File: src/rtl/pwr_mode_pkg.sv
package pwr_mode_pkg;
  typedef enum logic [1:0] {
    MODE_RUN    = 2'd0,
    MODE_WAIT   = 2'd1,
    MODE_STOP   = 2'd2,
    MODE_SETTLE = 2'd3
  } mode_e;

  typedef enum logic [1:0] {
    WK_NONE    = 2'd0,
    WK_RESUME  = 2'd1,
    WK_SERVICE = 2'd2,
    WK_RESET   = 2'd3
  } wake_e;
endpackage

File: src/rtl/pwr_sync_bits.sv
module pwr_sync_bits #(
  parameter int          WIDTH   = 1,
  parameter int          STAGES  = 2,
  parameter logic [WIDTH-1:0] RST_VAL = '0
) (
  input  logic             clk,
  input  logic             rst_n,
  input  logic [WIDTH-1:0] d,
  output logic [WIDTH-1:0] q
);
  logic [WIDTH-1:0] stage_q [STAGES];

  for (genvar g = 0; g < STAGES; g++) begin : g_stage
    if (g == 0) begin : g_first
      always_ff @(posedge clk or negedge rst_n) begin
        if (!rst_n) stage_q[g] <= RST_VAL;
        else        stage_q[g] <= d;
      end
    end else begin : g_next
      always_ff @(posedge clk or negedge rst_n) begin
        if (!rst_n) stage_q[g] <= RST_VAL;
        else        stage_q[g] <= stage_q[g-1];
      end
    end
  end

  assign q = stage_q[STAGES-1];
endmodule

File: src/rtl/pwr_settle_timer.sv
module pwr_settle_timer #(
  parameter int SETTLE_CYCLES = 4064
) (
  input  logic clk,
  input  logic rst_n,
  input  logic run,
  output logic done
);
  localparam int CW = (SETTLE_CYCLES > 1) ? $clog2(SETTLE_CYCLES) : 1;
  localparam logic [CW-1:0] LAST = CW'(SETTLE_CYCLES - 1);

  logic [CW-1:0] cnt_q, cnt_d;
  logic          cnt_en;

  assign done = run && (cnt_q == LAST);

  always_comb begin
    cnt_en = 1'b0;
    cnt_d  = cnt_q;
    if (!run) begin
      cnt_en = (cnt_q != '0);
      cnt_d  = '0;
    end else if (!done) begin
      cnt_en = 1'b1;
      cnt_d  = cnt_q + 1'b1;
    end
  end

  always_ff @(posedge clk or negedge rst_n) begin
    if (!rst_n)      cnt_q <= '0;
    else if (cnt_en) cnt_q <= cnt_d;
  end
endmodule

File: src/rtl/pwr_wake_arb.sv
module pwr_wake_arb
  import pwr_mode_pkg::*;
(
  input  logic  in_stop,
  input  logic  rst_lvl,
  input  logic  xirq_lvl,
  input  logic  irq_lvl,
  input  logic  irq_edge_pend,
  input  logic  int_req,
  input  logic  mask_x,
  input  logic  mask_i,
  output logic  hit,
  output wake_e code
);
  logic irq_ok, xirq_ok, intr_ok;

  always_comb begin
    irq_ok  = (irq_lvl || irq_edge_pend) && !mask_i;
    // deep sleep: non-maskable pin wakes regardless of its mask
    xirq_ok = in_stop ? xirq_lvl : (xirq_lvl && !mask_x);
    // internal sources have no clock in deep sleep
    intr_ok = !in_stop && int_req && !mask_i;

    hit  = 1'b1;
    code = WK_SERVICE;
    if (rst_lvl) begin
      code = WK_RESET;
    end else if (xirq_ok) begin
      code = (in_stop && mask_x) ? WK_RESUME : WK_SERVICE;
    end else if (irq_ok || intr_ok) begin
      code = WK_SERVICE;
    end else begin
      hit  = 1'b0;
      code = WK_NONE;
    end
  end
endmodule

File: src/rtl/pwr_mode_ctrl.sv
module pwr_mode_ctrl
  import pwr_mode_pkg::*;
#(
  parameter int SETTLE_CYCLES = 4064,
  parameter int SYNC_STAGES   = 2
) (
  input  logic       clk,
  input  logic       rst_n,
  input  logic       wait_req,
  input  logic       stop_req,
  input  logic       mask_s,
  input  logic       mask_x,
  input  logic       mask_i,
  input  logic       nocop,
  input  logic       dly_wr,
  input  logic       dly_wr_val,
  input  logic       irq_n,
  input  logic       xirq_n,
  input  logic       ext_reset_n,
  input  logic       irq_edge_pend,
  input  logic       int_req,
  output logic       cpu_halt,
  output logic       periph_clk_en,
  output logic       osc_en,
  output logic       timer_clk_en,
  output logic       wake_valid,
  output logic [1:0] wake_code,
  output logic [1:0] mode,
  output logic       dly
);
  localparam int PINS = 3;

  // reset: asynchronous assertion, synchronous release
  logic rst_sync_n;
  pwr_sync_bits #(.WIDTH(1), .STAGES(SYNC_STAGES), .RST_VAL(1'b0)) u_rst_sync (
    .clk   (clk),
    .rst_n (rst_n),
    .d     (1'b1),
    .q     (rst_sync_n)
  );

  // pin synchronizers (idle level is high)
  logic [PINS-1:0] pins_s;
  pwr_sync_bits #(.WIDTH(PINS), .STAGES(SYNC_STAGES), .RST_VAL({PINS{1'b1}})) u_pin_sync (
    .clk   (clk),
    .rst_n (rst_sync_n),
    .d     ({ext_reset_n, xirq_n, irq_n}),
    .q     (pins_s)
  );

  logic rst_lvl, xirq_lvl, irq_lvl;
  assign irq_lvl  = ~pins_s[0];
  assign xirq_lvl = ~pins_s[1];
  assign rst_lvl  = ~pins_s[2];

  mode_e state_q, state_d;
  wake_e pend_q, pend_d;
  wake_e code_q, code_d;
  logic  vld_q, vld_d;
  logic  dly_q, dly_d;
  logic  rst_prev_q;
  logic  state_en, pend_en, dly_en;

  logic  arb_hit;
  wake_e arb_code;
  pwr_wake_arb u_arb (
    .in_stop       (state_q == MODE_STOP),
    .rst_lvl       (rst_lvl),
    .xirq_lvl      (xirq_lvl),
    .irq_lvl       (irq_lvl),
    .irq_edge_pend (irq_edge_pend),
    .int_req       (int_req),
    .mask_x        (mask_x),
    .mask_i        (mask_i),
    .hit           (arb_hit),
    .code          (arb_code)
  );

  logic settle_done;
  pwr_settle_timer #(.SETTLE_CYCLES(SETTLE_CYCLES)) u_settle (
    .clk   (clk),
    .rst_n (rst_sync_n),
    .run   (state_q == MODE_SETTLE),
    .done  (settle_done)
  );

  // next-state logic
  always_comb begin
    state_d = state_q;
    pend_d  = pend_q;
    vld_d   = 1'b0;
    code_d  = WK_NONE;

    dly_d = dly_q;
    if (dly_wr) dly_d = dly_wr_val;
    if (rst_lvl) dly_d = 1'b1;

    unique case (state_q)
      MODE_RUN: begin
        if (rst_lvl && !rst_prev_q) begin
          vld_d  = 1'b1;
          code_d = WK_RESET;
        end else if (stop_req) begin
          if (!mask_s) state_d = MODE_STOP;
        end else if (wait_req) begin
          state_d = MODE_WAIT;
        end
      end
      MODE_WAIT: begin
        if (arb_hit) begin
          state_d = MODE_RUN;
          vld_d   = 1'b1;
          code_d  = arb_code;
        end
      end
      MODE_STOP: begin
        if (arb_hit) begin
          if (arb_code == WK_RESET || dly_q) begin
            state_d = MODE_SETTLE;
            pend_d  = arb_code;
          end else begin
            state_d = MODE_RUN;
            vld_d   = 1'b1;
            code_d  = arb_code;
          end
        end
      end
      MODE_SETTLE: begin
        if (rst_lvl) pend_d = WK_RESET;
        if (settle_done) begin
          state_d = MODE_RUN;
          vld_d   = 1'b1;
          code_d  = rst_lvl ? WK_RESET : pend_q;
        end
      end
      default: state_d = MODE_RUN;
    endcase
  end

  assign state_en = (state_d != state_q);
  assign pend_en  = (pend_d != pend_q);
  assign dly_en   = (dly_d != dly_q);

  // registers
  always_ff @(posedge clk or negedge rst_sync_n) begin
    if (!rst_sync_n) begin
      state_q    <= MODE_SETTLE;
      pend_q     <= WK_RESET;
      vld_q      <= 1'b0;
      code_q     <= WK_NONE;
      dly_q      <= 1'b1;
      rst_prev_q <= 1'b0;
    end else begin
      if (state_en) state_q <= state_d;
      if (pend_en)  pend_q  <= pend_d;
      if (dly_en)   dly_q   <= dly_d;
      vld_q      <= vld_d;
      code_q     <= code_d;
      rst_prev_q <= rst_lvl;
    end
  end

  // clock-gate decode
  always_comb begin
    cpu_halt      = 1'b1;
    periph_clk_en = 1'b0;
    osc_en        = 1'b1;
    timer_clk_en  = 1'b0;
    unique case (state_q)
      MODE_RUN: begin
        cpu_halt      = 1'b0;
        periph_clk_en = 1'b1;
        timer_clk_en  = 1'b1;
      end
      MODE_WAIT: begin
        periph_clk_en = 1'b1;
        timer_clk_en  = !(mask_i && nocop);
      end
      MODE_STOP: begin
        osc_en = 1'b0;
      end
      default: ;
    endcase
  end

  assign wake_valid = vld_q;
  assign wake_code  = code_q;
  assign mode       = state_q;
  assign dly        = dly_q;
endmodule

File: config.mk
export PLATFORM = sky130hd
export DESIGN_NAME = pwr_mode_ctrl
export DESIGN_NICKNAME = d
export VERILOG_FILES = /design/src/rtl/pwr_mode_pkg.sv /design/src/rtl/pwr_sync_bits.sv /design/src/rtl/pwr_settle_timer.sv /design/src/rtl/pwr_wake_arb.sv /design/src/rtl/pwr_mode_ctrl.sv
export SDC_FILE = /design/constraint.sdc
export NUM_CORES = 1
export LEC_CHECK = 0
export BUFFER_PORTS_ARGS = -buffer_cell sky130_fd_sc_hd__buf_2
export CAP_MARGIN = 30
export CELL_PAD_IN_SITES_DETAIL_PLACEMENT = 2
export CELL_PAD_IN_SITES_GLOBAL_PLACEMENT = 2
export CORE_MARGIN = 2
export CORE_UTILIZATION = 34
export DETAILED_ROUTE_END_ITERATION = 8
export PLACE_DENSITY_LB_ADDON = 0.1
export SYNTH_ARGS = -nofsm -noshare
export SYNTH_HDL_FRONTEND = slang
export SYNTH_HIERARCHICAL = 1
export SYNTH_SLANG_ARGS = --single-unit
File: constraint.sdc
create_clock -name clk -period 1.26 [get_ports clk]
set_input_delay 0.126 -clock clk [delete_from_list [all_inputs] [get_ports clk]]
set_output_delay 0.126 -clock clk [all_outputs]
set_load 0.01 [all_outputs]
== Word level (Yosys, flattened, before mapping) ==
Cells that the tools add are included.

* Register bits after elaboration: 29
* Input bits: 15
* Output and inout bits: 10
* Logic and storage cells: 87

* $add $sub $neg: 1
* Equality and inequality tests: 9
* Muxes and demuxes: 43
* Bitwise operators: 3
* Reduce and logical (&&, ||, !) cells: 20

{| class="wikitable"
|+ Operator list
! operator !! count
|-
| $mux W2 || 20
|-
| $mux W12 || 2
|-
| $mux W1 || 16
|-
| $pmux W2 S4 || 2
|-
| $add A12 B1 Y12 const B || 1
|-
| $eq A12 B12 Y1 const B || 1
|-
| $reduce_bool A12 Y1 || 1
|-
| $logic_and A1 B1 Y1 || 8
|-
| $eq A2 B2 Y1 const B || 3
|-
| $logic_not A1 Y1 || 5
|-
| $ne A2 B2 Y1 || 2
|-
| $pmux W1 S4 || 1
|-
| $pmux W2 S2 || 1
|-
| $logic_or A1 B1 Y1 || 3
|-
| $not A1 Y1 || 3
|-
| $eq A2 B1 Y1 const B || 1
|-
| $logic_not A2 Y1 || 1
|-
| $ne A2 B2 Y1 const B || 1
|-
| $pmux W1 S2 || 1
|-
| $reduce_and A2 Y1 || 1
|-
| $reduce_or A2 Y1 || 1
|-
| $ne A1 B1 Y1 || 1
|}

== Depth between registers and ports, before layout ==
* Word-level depth: 14
* Depth in mapped cells: 9
* Mapped depth without buffers: 8

== By module ==
The synthesis kept the hierarchy.

{| class="wikitable"
|+ By module, submodules not included
! module !! instances !! cells each !! area each (µm²) !! sequential area each (µm²)
|-
| pwr_settle_timer || 1 || 73 || 675.6 || 300.3
|-
| pwr_mode_ctrl || 1 || 62 || 521.8 || 231.5
|-
| pwr_sync_bits (u_pin_sync) || 1 || 9 || 180.2 || 157.7
|-
| pwr_wake_arb || 1 || 10 || 61.3 || 0.0
|-
| pwr_sync_bits (u_rst_sync) || 1 || 2 || 50.0 || 50.0
|}

== Worst setup path after synthesis ==
Ideal clock, no wire load.

* Path type: register -> register
* From: register state_q[0] (netlist: mode[0])
* To: register pend_q[0]
* Library setup time: 77 ps
* Data arrival time: 1,922 ps
* Required time: 1,183 ps
* Slack: -739 ps
* Cell stages (with the launch flop): 9
* Buffers on the path: 1
* Period minus slack after synthesis: 1,999 ps
* Path through: dfstp_2 buf_6 nand2b_4 inv_1 o21ai_1 a221o_1 inv_1 or3_1 a21o_1

* Elaborated cells on any way between the ends: 21
* Classes of those cells: eq/ne: 4; mux: 11; reduce/logical: 6

{| class="wikitable"
|+ RTL lines
! what !! RTL line !! RTL
|-
| start: declaration || pwr_mode_ctrl.sv:56 || <nowiki>mode_e state_q, state_d;</nowiki>
|-
| start signal: assignment || pwr_mode_ctrl.sv:154 || <nowiki>if (state_en) state_q <= state_d;</nowiki>
|-
| $eq A2 B2 Y1 (*) || pwr_mode_ctrl.sv:67 || <nowiki>.in_stop (state_q == MODE_STOP),</nowiki>
|-
| $logic_not A1 Y1 || pwr_wake_arb.sv:22 || <nowiki>intr_ok = !in_stop && int_req && !mask_i;</nowiki>
|-
| $logic_and A1 B1 Y1 (2 in series) || pwr_wake_arb.sv:22 ||
|-
| $logic_or A1 B1 Y1 || pwr_wake_arb.sv:30 || <nowiki>end else if (irq_ok || intr_ok) begin</nowiki>
|-
| $mux W1 || pwr_wake_arb.sv:30 ||
|-
| $mux W1 (*) || pwr_wake_arb.sv:28 || <nowiki>end else if (xirq_ok) begin</nowiki>
|-
| $mux W1 (*) || pwr_wake_arb.sv:26 || <nowiki>if (rst_lvl) begin</nowiki>
|-
| via arb_hit || pwr_mode_ctrl.sv:64 || <nowiki>logic arb_hit;</nowiki>
|-
| $mux W2 (*) || pwr_mode_ctrl.sv:117 || <nowiki>if (arb_hit) begin</nowiki>
|-
| $pmux W2 S2 (*) || pwr_mode_ctrl.sv:98 || <nowiki>unique case (state_q)</nowiki>
|-
| $ne A2 B2 Y1 || pwr_mode_ctrl.sv:141 || <nowiki>assign pend_en = (pend_d != pend_q);</nowiki>
|-
| end signal: assignment || pwr_mode_ctrl.sv:155 || <nowiki>if (pend_en) pend_q <= pend_d;</nowiki>
|-
| end: declaration || pwr_mode_ctrl.sv:57 || <nowiki>wake_e pend_q, pend_d;</nowiki>
|}

The timed path passes the listed nets; every way through them passes the cells marked *.
A chain may end at the register's enable or synchronous reset.

== Final worst setup path ==
Ends and elaborated chain as after synthesis.

==> impl_metrics.ini <==
[status]
violations = setup timing
status = finished with violations

[yosys]
synthCells = 156
async_flop_share = 1.00
yosys_register_bits = 29
synth_edf_count = 0
syn-cell-area_um2 = 1490
ys_types = 45
yosys_warnings = 6
ys.flop_type = dfrtp_1
synth_nets = 173
synth_seq_area_share = 0.497
syn_area_per_cell_um2 = 9.54

[global_route]
grt_antenna_before_repair = 0
grt_pass1_vias = 1792
track_usage = 0.282
grt_max_degree = 28
overflow = 0
grt_pass1_wl_um = 10200

[power]
power.leakage_nw = 1.23
powerDensity_nw_per_um2 = 1830
ir_drop_mv = 0.908

[setup_path]
startpoint_type = flop
cp_max_fo = 5
path_class = reg -> reg
cp.required_ps = 1490
cp.arrival_ps = 2120
end_kind = flop

[layout]
area_growth_pct = 65.0
postLayoutCellArea_um2 = 2460
diodes = 0
final_cell_mix = buf_4 (30), buf_2 (20), buf_6 (18), dfrtp_1 (17), inv_1 (15)
nFillCells = 423
layout-drive-gt1-share = 0.580
nets = 247
layoutNonFillerInstCount = 283
final_common_cell = buf_4

[floorplan]
die_h_um = 70.2
die_w_um = 70.2
row_count = 24
pin_count = 25
dieArea_um2 = 4920
fp.coreArea_um2 = 4290
initial_core_util = 0.347

[placement]
place_congestion = 0.761
io_buffer_count = 24
dp_hpwl_um = 3520
dp.cells = 258
post_dp_cell_area_um2 = 1930

[clocking]
clock_path_buffers = 2
cts_made_buffers = 5
h-tree-depth = 2
path_clk_slew_ps = 80
root_buffer = clkbuf_8
clk_latency_ps = 300
cts.sinks = 29
cts_tree = built

[detailed_routing]
drc = 0
wl_per_cell_um = 25.2
first_iter_violations = 55
ant_nets = 0
vias = 1525
viasPerCell = 5.39
wirelength_um = 7140
dr.pass1.iters = 4

[timing]
post-route-period-util = 1.50
fin_skew_ps = 19.7
fmax_ghz = 0.530
grt_setup_unrepaired = yes
setup_slack_ps = -627
period_minus_slack_ps = 1890
slew_viol_final = 0
timing.hold.ws_ps = 17.4
finalSetupTns_ps = -8670
hold_viol = 0
setup_viol_count_final = 26

[hold_path]
hold_class = in -> reg

[job]
cap_viol_max_count = 0
-- metal layers --
metal	up-vias	GRT usage	part of all wire
li1	680	-	-
met3	21	0.0476	0.030
met1	785	0.328	0.39
met2	39	0.517	0.54
met4	0	0.0983	0.038
met5	-	0	0
-- worst max-delay path, stage by stage (launching register included) --
cell and delay, ps:
dfstp_2 580, nand2b_4 160, inv_4 50, o21ai_4 130
a221o_1 270, inv_2 70, or3_4 390, a21o_1 170
-- cells by family (layout without fill, tap and decap cells) --
| kind of cell | after synthesis | count (layout) | share of synthesized area |
|---|---|---|---|
| and+or+nand+nor | 61 | 61 | 0.213 |
| DFF | 29 | 29 | 0.497 |
| AOI/OAI and AO/OA | 28 | 28 | 0.133 |
| buffers and inverters | 25 | 100 | 0.0773 |
| xor gates and xnor gates | 8 | 8 | 0.0471 |
| adders and majority gates | 2 | 2 | 0.0168 |
| muxes | 2 | 2 | 0.0134 |
| other | 1 | 1 | 0.00252 |
-- sequential cells by signal (all words and copies together), names as in the netlist --
name                flops
rst_prev_q              1
wake_code               2
u_pin_sync/stage_q      3
u_pin_sync/q            3
mode                    2
u_settle/cnt_q         12
u_rst_sync/q            1
dly                     1
wake_valid              1
u_rst_sync/stage_q      1
pend_q                  2
-- power breakdown --
part | leakage (nW) | total [W] | switching [W] | internal (W)
logic | 0.831 | 0.00241 | 0.00124 | 0.00117
registers | 0.354 | 0.00128 | 0.000144 | 0.00114
clock network | 0.0450 | 0.000792 | 0.000409 | 0.000383
total | 1.23 | 0.00449 | 0.00179 | 0.00270
-- cells in the mapped netlist, types with 3 or more instances --
| cell | instances | share of area |
|---|---|---|
| a21oi_1 | 7 | 0.024 |
| nor2_1 | 12 | 0.030 |
| buf_4 | 3 | 0.015 |
| nand3_1 | 7 | 0.024 |
| nor3_1 | 3 | 0.010 |
| nor4_1 | 4 | 0.017 |
| xor2_1 | 5 | 0.029 |
| o21ai_0 | 3 | 0.010 |
| inv_1 | 18 | 0.045 |
| dfstp_2 | 11 | 0.19 |
| dfrtp_1 | 18 | 0.30 |
| xnor2_1 | 3 | 0.018 |
| and2_1 | 6 | 0.025 |
| nand2_1 | 18 | 0.045 |
-- repair_timing --
item	CTS	global route
pin swaps	14	13
cloned	0	0
setup buffers	11	6
resized for setup	34	31
hold buffers	4	0
endpoints found under the setup margin	25	26
hold endpoints to repair	5	0
-- layout make-up --
type	instances	area [µm²]	share of cell area
Tap cell	52	65.1	0.0265
Timing Repair Buffer	73	588	0.239
Clock buffer	6	72.6	0.0295
Multi-Input combinational cell	102	902	0.367
Sequential cell	29	741	0.301
Inverter	19	78.8	0.0321
Clock inverter	2	10.0	0.00407
-- through the flow --
step,setup slack (ps),power (W),util
after floorplan,-600,0.00213,-
after global placement,-523,0.00263,0.450
after detailed placement,-586,0.00271,0.450
after CTS,-540,0.00404,0.536
after global routing,-676,0.00471,0.572
final,-627,0.00449,0.572
-- path summary, 6_finish.rpt --
check                                  start                    end  slack, ps  cells past startpoint
max in group asynchronous       u_rst_sync/q  u_pin_sync/stage_q[5]        680                      1
min in group asynchronous              rst_n           u_rst_sync/q        170                      2
worst min register to register  u_rst_sync/q      u_settle/cnt_q[9]        250                      1
worst max-delay path                 mode[0]              pend_q[0]       -630                      7
worst max register to register       mode[0]              pend_q[0]       -630                      7
worst min-delay path                  mask_s                mode[1]         20                      2
No activity file was read; power rests on OpenSTA's default activity.
